## src/rtl/clkact_pkg.sv

```systemverilog
package clkact_pkg;

    typedef enum logic [1:0] {
        MODE_SLEEP  = 2'd0,
        MODE_SETTLE = 2'd1,
        MODE_RUN    = 2'd2
    } mode_e;

endpackage

```

## src/rtl/ifc_edge_sync.sv

```systemverilog
module ifc_edge_sync #(
    parameter int SYNC_STAGES = 2
) (
    input  logic clk_i,
    input  logic rst_ni,
    input  logic async_i,
    output logic rise_o
);
    localparam int PIPE_W = SYNC_STAGES + 1;

    logic [PIPE_W-1:0] pipe_d, pipe_q;

    always_comb begin
        pipe_d = {pipe_q[PIPE_W-2:0], async_i};
    end

    always_ff @(posedge clk_i or negedge rst_ni) begin
        if (!rst_ni) pipe_q <= '0;
        else         pipe_q <= pipe_d;
    end

    // newest synchronised sample high, previous one low
    assign rise_o = pipe_q[SYNC_STAGES-1] & ~pipe_q[SYNC_STAGES];


    rise_single_chk: assert property (@(posedge clk_i) disable iff (!rst_ni)
        rise_o |=> !rise_o);

endmodule

```

## src/rtl/rate_meter.sv

```systemverilog
module rate_meter #(
    parameter int WIN_CYC   = 1000,
    parameter int STALL_CYC = 400,
    parameter int CNT_W     = $clog2(WIN_CYC + 1)
) (
    input  logic             clk_i,
    input  logic             rst_ni,
    input  logic             edge_i,
    output logic             valid_o,
    output logic [CNT_W-1:0] count_o,
    output logic             stall_o
);
    localparam int WIN_W  = $clog2(WIN_CYC);
    localparam int IDLE_W = $clog2(STALL_CYC);
    localparam logic [WIN_W-1:0]  WIN_LAST  = WIN_W'(WIN_CYC - 1);
    localparam logic [IDLE_W-1:0] IDLE_LAST = IDLE_W'(STALL_CYC - 1);

    typedef struct packed {
        logic [WIN_W-1:0]  win;
        logic [CNT_W-1:0]  edges;
        logic [IDLE_W-1:0] idle;
        logic              valid;
        logic [CNT_W-1:0]  result;
    } meter_t;

    meter_t m_d, m_q;

    always_comb begin
        m_d       = m_q;
        m_d.valid = 1'b0;

        // idle timer: cleared by every edge, saturates at its limit
        if (edge_i)                 m_d.idle = '0;
        else if (m_q.idle != IDLE_LAST) m_d.idle = m_q.idle + 1'b1;

        // window: close it, publish the count, start the next one
        if (m_q.win == WIN_LAST) begin
            m_d.win    = '0;
            m_d.valid  = 1'b1;
            m_d.result = m_q.edges;
            m_d.edges  = edge_i ? CNT_W'(1) : '0;
        end else begin
            m_d.win = m_q.win + 1'b1;
            if (edge_i) m_d.edges = m_q.edges + 1'b1;
        end
    end

    always_ff @(posedge clk_i or negedge rst_ni) begin
        if (!rst_ni) m_q <= '0;
        else         m_q <= m_d;
    end

    assign valid_o = m_q.valid;
    assign count_o = m_q.result;
    assign stall_o = (m_q.idle == IDLE_LAST);


    count_range_chk: assert property (@(posedge clk_i) disable iff (!rst_ni)
        valid_o |-> (count_o <= CNT_W'(WIN_CYC)));


    stall_clear_chk: assert property (@(posedge clk_i) disable iff (!rst_ni)
        edge_i |=> !stall_o);

endmodule

```

## src/rtl/mode_fsm.sv

```systemverilog
module mode_fsm
    import clkact_pkg::*;
#(
    parameter int CNT_W      = 11,
    parameter int WAKE_TH    = 30,
    parameter int SLEEP_TH   = 7,
    parameter int SETTLE_CYC = 3500
) (
    input  logic             clk_i,
    input  logic             rst_ni,
    input  logic             valid_i,
    input  logic [CNT_W-1:0] count_i,
    input  logic             stall_i,
    output logic             awake_o,
    output logic             core_en_o,
    output logic             drive_en_o
);
    localparam int SET_W = $clog2(SETTLE_CYC + 1);
    localparam logic [SET_W-1:0] SET_LOAD = SET_W'(SETTLE_CYC - 1);

    typedef struct packed {
        mode_e            mode;
        logic [SET_W-1:0] hold;
    } fsm_t;

    fsm_t f_d, f_q;
    logic go_fast, go_slow;

    assign go_fast = valid_i && (count_i >= CNT_W'(WAKE_TH));
    assign go_slow = stall_i || (valid_i && (count_i <= CNT_W'(SLEEP_TH)));

    always_comb begin
        f_d = f_q;
        if (go_slow) begin
            f_d.mode = MODE_SLEEP;
            f_d.hold = '0;
        end else begin
            unique case (f_q.mode)
                MODE_SLEEP: begin
                    if (go_fast) begin
                        f_d.mode = MODE_SETTLE;
                        f_d.hold = SET_LOAD;
                    end
                end
                MODE_SETTLE: begin
                    if (f_q.hold == '0) f_d.mode = MODE_RUN;
                    else                f_d.hold = f_q.hold - 1'b1;
                end
                MODE_RUN: ;
                default: f_d.mode = MODE_SLEEP;
            endcase
        end
    end

    always_ff @(posedge clk_i or negedge rst_ni) begin
        if (!rst_ni) f_q <= '{mode: MODE_SLEEP, hold: '0};
        else         f_q <= f_d;
    end

    assign awake_o    = (f_q.mode != MODE_SLEEP);
    assign core_en_o  = (f_q.mode == MODE_RUN);
    assign drive_en_o = (f_q.mode == MODE_RUN);


    wake_step_chk: assert property (@(posedge clk_i) disable iff (!rst_ni)
        (!awake_o && go_fast && !stall_i) |=> (awake_o && !core_en_o));


    hold_sleep_chk: assert property (@(posedge clk_i) disable iff (!rst_ni)
        (!awake_o && !go_fast) |=> !awake_o);


    hold_run_chk: assert property (@(posedge clk_i) disable iff (!rst_ni)
        (core_en_o && !go_slow) |=> core_en_o);


    fall_asleep_chk: assert property (@(posedge clk_i) disable iff (!rst_ni)
        (valid_i && count_i <= CNT_W'(SLEEP_TH)) |=> (!awake_o && !core_en_o && !drive_en_o));


    stall_sleep_chk: assert property (@(posedge clk_i) disable iff (!rst_ni)
        stall_i |=> !awake_o);


    settle_first_chk: assert property (@(posedge clk_i) disable iff (!rst_ni)
        $rose(core_en_o) |-> $past(awake_o));

endmodule

```

## src/rtl/clkact_power_ctrl.sv

```systemverilog
module clkact_power_ctrl #(
    parameter int WIN_CYC     = 1000,
    parameter int STALL_CYC   = 400,
    parameter int WAKE_TH     = 30,
    parameter int SLEEP_TH    = 7,
    parameter int SETTLE_CYC  = 3500,
    parameter int SYNC_STAGES = 2
) (
    input  logic ref_clk_i,
    input  logic rst_ni,
    input  logic ifc_clk_i,
    input  logic edge_sel_i,
    output logic awake_o,
    output logic core_en_o,
    output logic data_oe_o
);
    localparam int CNT_W = $clog2(WIN_CYC + 1);

    logic             rise;
    logic             meas_valid;
    logic [CNT_W-1:0] meas_count;
    logic             stall;
    logic             drive_en;

    ifc_edge_sync #(.SYNC_STAGES(SYNC_STAGES)) u_sync (
        .clk_i   (ref_clk_i),
        .rst_ni  (rst_ni),
        .async_i (ifc_clk_i),
        .rise_o  (rise)
    );

    rate_meter #(
        .WIN_CYC   (WIN_CYC),
        .STALL_CYC (STALL_CYC),
        .CNT_W     (CNT_W)
    ) u_meter (
        .clk_i   (ref_clk_i),
        .rst_ni  (rst_ni),
        .edge_i  (rise),
        .valid_o (meas_valid),
        .count_o (meas_count),
        .stall_o (stall)
    );

    mode_fsm #(
        .CNT_W      (CNT_W),
        .WAKE_TH    (WAKE_TH),
        .SLEEP_TH   (SLEEP_TH),
        .SETTLE_CYC (SETTLE_CYC)
    ) u_fsm (
        .clk_i      (ref_clk_i),
        .rst_ni     (rst_ni),
        .valid_i    (meas_valid),
        .count_i    (meas_count),
        .stall_i    (stall),
        .awake_o    (awake_o),
        .core_en_o  (core_en_o),
        .drive_en_o (drive_en)
    );

    // drive only on the chosen half of the interface clock
    assign data_oe_o = drive_en & (ifc_clk_i == edge_sel_i);


    oe_gate_chk: assert property (@(posedge ref_clk_i) disable iff (!rst_ni)
        !core_en_o |-> !data_oe_o);

endmodule

```

## config.mk

```make
export PLATFORM = sky130hd
export DESIGN_NAME = clkact_power_ctrl
export DESIGN_NICKNAME = d
export VERILOG_FILES = /design/src/rtl/clkact_pkg.sv /design/src/rtl/ifc_edge_sync.sv /design/src/rtl/rate_meter.sv /design/src/rtl/mode_fsm.sv /design/src/rtl/clkact_power_ctrl.sv
export SDC_FILE = /design/constraint.sdc
export NUM_CORES = 1
export LEC_CHECK = 0
export BUFFER_PORTS_ARGS = -buffer_cell sky130_fd_sc_hd__buf_2
export CORE_AREA = 2 2 77 79
export DETAILED_ROUTE_END_ITERATION = 16
export DIE_AREA = 0 0 79 81
export PLACE_DENSITY = 0.77
export SETUP_SLACK_MARGIN = 0.2
export SLEW_MARGIN = 20
export SYNTH_ARGS = -nofsm -noshare
export SYNTH_HDL_FRONTEND = slang
export SYNTH_SLANG_ARGS = --single-unit
```

## constraint.sdc

```tcl
create_clock -name ref_clk_i -period 1.8 [get_ports ref_clk_i]
set_input_delay 0.27 -clock ref_clk_i [delete_from_list [all_inputs] [get_ports ref_clk_i]]
set_output_delay 0.27 -clock ref_clk_i [all_outputs]
set_load 0.05 [all_outputs]
```

==> PnR_summary.wiki <==
{| class="wikitable"
! Metric !! Value
|-
| Run status || finished with violations
|-
| Violated checks || negative setup slack
|-
| Number of standard-cell rows in the floorplan || 28
|-
| Dominant cells by area after synthesis || sky130_fd_sc_hd__dfrtp_1 52%, sky130_fd_sc_hd__nor2_1 3.8%, sky130_fd_sc_hd__mux2_2 3.4%
|-
| Post-layout net count || 330
|-
| Largest area contributor in the synthesized netlist || sky130_fd_sc_hd__dfrtp_1
|-
| Post-Syn Nets || 268
|-
| Clock buffers created by TritonCTS || 5
|-
| Post-detailed-route DRC marker count || 0
|-
| Proportion of total power due to net switching || 28.9%
|-
| Top post-synthesis cells by count || 56 x sky130_fd_sc_hd__dfrtp_1, 27 x sky130_fd_sc_hd__nor2_1, 21 x sky130_fd_sc_hd__nand2_1, 14 x sky130_fd_sc_hd__a21oi_1, 13 x sky130_fd_sc_hd__nand3_1
|-
| I/O pin count || 7
|-
| Max Freq || 522 MHz
|-
| Number of optimization iterations in the first detailed-route pass || 4
|-
| Fraction of the yosys area taken by sequential cells || 52.5%
|-
| Die outline height || 81 µm
|-
| Wirelength per Cell || 16.1 µm
|-
| Part of the total power dissipated in sequential elements || 56.9%
|-
| Final sum of negative setup slack || -656 ps
|-
| Worst hold slack after final layout || 73.6 ps
|-
| Number of port buffers || 6
|-
| DRT iter0 DRCs || 131
|-
| Comb pwr share || 16.3%
|-
| Min Clock Period, post-route || 1910 ps
|-
| Maximum single-stage delay on the critical path || 460 ps
|-
| Dpl hpwl || 3520 µm
|-
| Number of antenna violations at the first check in global routing || 0
|-
| Most instantiated flip-flop cell in the synthesis netlist || sky130_fd_sc_hd__dfrtp_1
|-
| Number of nets with antenna violations after detailed routing || 0
|-
| Area of the die || 6400 µm²
|-
| Power density normalized to cell area || 689 nW/µm²
|-
| Detailed-route via count || 2,177
|-
| Total inserted antenna cells || 0
|-
| Int Power || 1.85 mW
|-
| Area grow syn2layout || 41.5%
|-
| Final Total Pwr || 2.61 mW
|-
| Number of synthesized register bits || 56
|-
| Total detailed-routing wirelength || 6400 µm
|-
| Worst-Margin Slew || 519 ps
|-
| Number of buffers and inverters on the critical path || 0
|-
| Post-synthesis instance total || 260
|-
| Final Non-Filler Cells || 398
|-
| Critical Path, Cell by Cell || or3_4, or4_4, o21ai_1, or3b_1, a21oi_2
|-
| Cell with the largest stage delay on the worst path || sky130_fd_sc_hd__or4_4
|-
| Proportion of netlist area held by the largest area contributor || 52.5%
|-
| Maximum vdd ir drop || 0.492 mV
|-
| Average instance area after synthesis || 10.3 µm²
|-
| Maximum number of pins on one net before global-route repair || 37
|-
| Number of enable-type register cells in the synthesized netlist || 0
|-
| Worst hold path class || in -> reg
|-
| Number of maximum-capacitance constraint violations || 0
|-
| Core region area || 5680 µm²
|-
| Leak Pwr || 1.70 nW
|-
| Total area of sequential cells || 1400 µm²
|-
| Sort of element at the end of the critical path || register
|-
| Relative max-transition margin || 65.4%
|-
| Final Max Tran Viols || 0
|-
| Psw || 754 µW
|-
| Sink count of the clock tree || 56
|-
| H-tree depth reported by CTS || 2
|-
| Number of endpoints failing setup at the final stage || 19
|-
| Proportion of synthesized flip-flops having asynchronous set or reset || 100%
|-
| Root buffer cell || sky130_fd_sc_hd__clkbuf_8
|-
| Filler cell count || 418
|-
| Number of global-route vias before repair || 2,146
|-
| Final Hold Viols || 0
|-
| Clk_skew || 16.7 ps
|-
| Setup WS post-layout || -115 ps
|-
| Data required time of the critical path || 2050 ps
|-
| First-pass GRT wire length || 9980 µm
|-
| Type of element launching the critical path || register
|-
| Count of cell types in the netlist || 53
|-
| Placer Congestion || 0.897
|-
| Clock latency reported for the late side of the worst-skew pair || 320 ps
|-
| Path type of the worst setup path || reg -> reg
|-
| Number of placed instances, taps included || 367
|-
| Synth Warn # || 0
|-
| Worst-case clock buffer depth || 2
|-
| Post-synthesis instance area || 2670 µm²
|-
| Die width || 79 µm
|-
| Crit path DAT || 2170 ps
|-
| Drt via density || 5.47
|-
| CP Max Fanout || 4
|-
| Setup slack, reg-to-reg || -110 ps
|-
| Period utilization || 106%
|-
| GRT Util Overall || 20.0%
|-
| CTS tree || yes
|-
| Overall overflow remaining after global route || 0
|-
| Clock network fraction of total power || 26.8%
|-
| Most used standard cell by instance count after synthesis || sky130_fd_sc_hd__dfrtp_1
|-
| Largest delay contributor family on the critical path || simple AND/OR/NAND/NOR gates
|-
| Fraction of layout instances using a drive strength above 1 || 41.8%
|-
| Unrepaired setup endpoints after global routing || yes
|-
| Clock-pin slew on the worst setup and hold paths || 110 ps
|-
| Multi-input gate area || 1570 µm²
|-
| Effective utilization at floorplan || 47.1%
|}
## metal layers
metal	part of all wire [%]	GRT usage [%]	routed length, µm	vias to the layer above
met2	53	34.2	3380	17
met1	44	25.1	2800	1099
met3	1.8	4.00	116	10
met5	0	0	0	-
li1	-	-	-	1051
met4	1.6	7.76	103	0
## placed cells by master, fill, tap and decap left out, types with 3 or more instances in the layout
master,instances
sky130_fd_sc_hd__xnor2_1,7
sky130_fd_sc_hd__nor2_4,10
sky130_fd_sc_hd__nand2_1,19
sky130_fd_sc_hd__nand3_1,9
sky130_fd_sc_hd__nand3_2,4
sky130_fd_sc_hd__mux2_4,8
sky130_fd_sc_hd__a21oi_4,3
sky130_fd_sc_hd__buf_6,6
sky130_fd_sc_hd__nor2_1,15
sky130_fd_sc_hd__clkbuf_8,5
sky130_fd_sc_hd__nor2b_1,3
sky130_fd_sc_hd__nor3_1,3
sky130_fd_sc_hd__buf_4,44
sky130_fd_sc_hd__buf_2,4
sky130_fd_sc_hd__xor2_1,9
sky130_fd_sc_hd__nand4_1,5
sky130_fd_sc_hd__dfrtp_1,55
sky130_fd_sc_hd__nand2b_1,4
sky130_fd_sc_hd__o21ai_1,3
sky130_fd_sc_hd__or3_1,6
sky130_fd_sc_hd__a21oi_1,6
sky130_fd_sc_hd__buf_12,4
sky130_fd_sc_hd__a21oi_2,5
sky130_fd_sc_hd__inv_1,9
sky130_fd_sc_hd__o21ai_0,8
## through the flow
step                worst slack, ps  utilization, %  area, µm²
CTS                           -77.6            62.1       3520
global placement              -46.8            55.1       3130
detailed placement            -83.1            55.1       3130
finish                         -115            66.6       3780
global route                   -165            66.6       3780
floorplan                     -47.7               -       2760
## state kept, by name, indices dropped and copies added (netlist names)
name / count
u_fsm.f_q: 14
u_meter.count_o: 9
u_meter.m_q: 29
u_meter.valid_o: 1
u_sync.pipe_q: 3
## path summary, 6_finish.rpt
| path | startpoint | end | cells after the start |
|---|---|---|---|
| min | ifc_clk_i | u_sync.pipe_q[0]$_DFF_PN0_ | 1 |
| max in group asynchronous | rst_ni | u_meter.count_o[4]$_DFFE_PN0P_ | 3 |
| min reg2reg | u_sync.pipe_q[0]$_DFF_PN0_ | u_sync.pipe_q[1]$_DFF_PN0_ | 0 |
| max | u_fsm.f_q[1]$_DFFE_PN0P_ | u_fsm.f_q[7]$_DFFE_PN0P_ | 5 |
| max reg2reg | u_fsm.f_q[1]$_DFFE_PN0P_ | u_fsm.f_q[7]$_DFFE_PN0P_ | 5 |
| min in group asynchronous | rst_ni | u_meter.m_q[30]$_DFF_PN0_ | 2 |
## cell type report
cell class | count | share of cell area [%]
Clock buffer | 5 | 1.82
Clock inverter | 3 | 0.496
Inverter | 10 | 0.993
Multi-Input combinational cell | 186 | 41.4
Sequential cell | 56 | 37.1
Tap cell | 75 | 2.48
Timing Repair Buffer | 63 | 15.7
## power by group through the flow
stage / clock [mW] / combinational, mW / sequential (mW)
floorplan: 0 / 0.169 / 1.46
global placement: 0 / 0.251 / 1.48
detailed placement: 0 / 0.267 / 1.48
CTS: 0.707 / 0.323 / 1.47
global route: 0.772 / 0.467 / 1.50
finish: 0.699 / 0.424 / 1.48
## cell families (layout without fill, tap and decap cells)
family	count (synthesis)	in the layout	share of synthesized area [%]
compound gates	48	48	12.2
xor+xnor	17	17	5.57
fa+ha+maj	4	4	1.87
buf+inv	18	81	2.81
flops	56	56	52.5
mux	10	10	4.12
simple gates	107	107	21.0
## repair_timing
| action | CTS | global route |
|---|---|---|
| buffers inserted | 12 | 7 |
| hold endpoints to repair | 20 | 0 |
| hold buffers | 1 | 0 |
| pin swaps | 16 | 20 |
| endpoints found under the setup margin | 28 | 47 |
| cloned | 2 | 1 |
| gates resized for setup | 31 | 45 |
(Power assumes the default switching activity.)
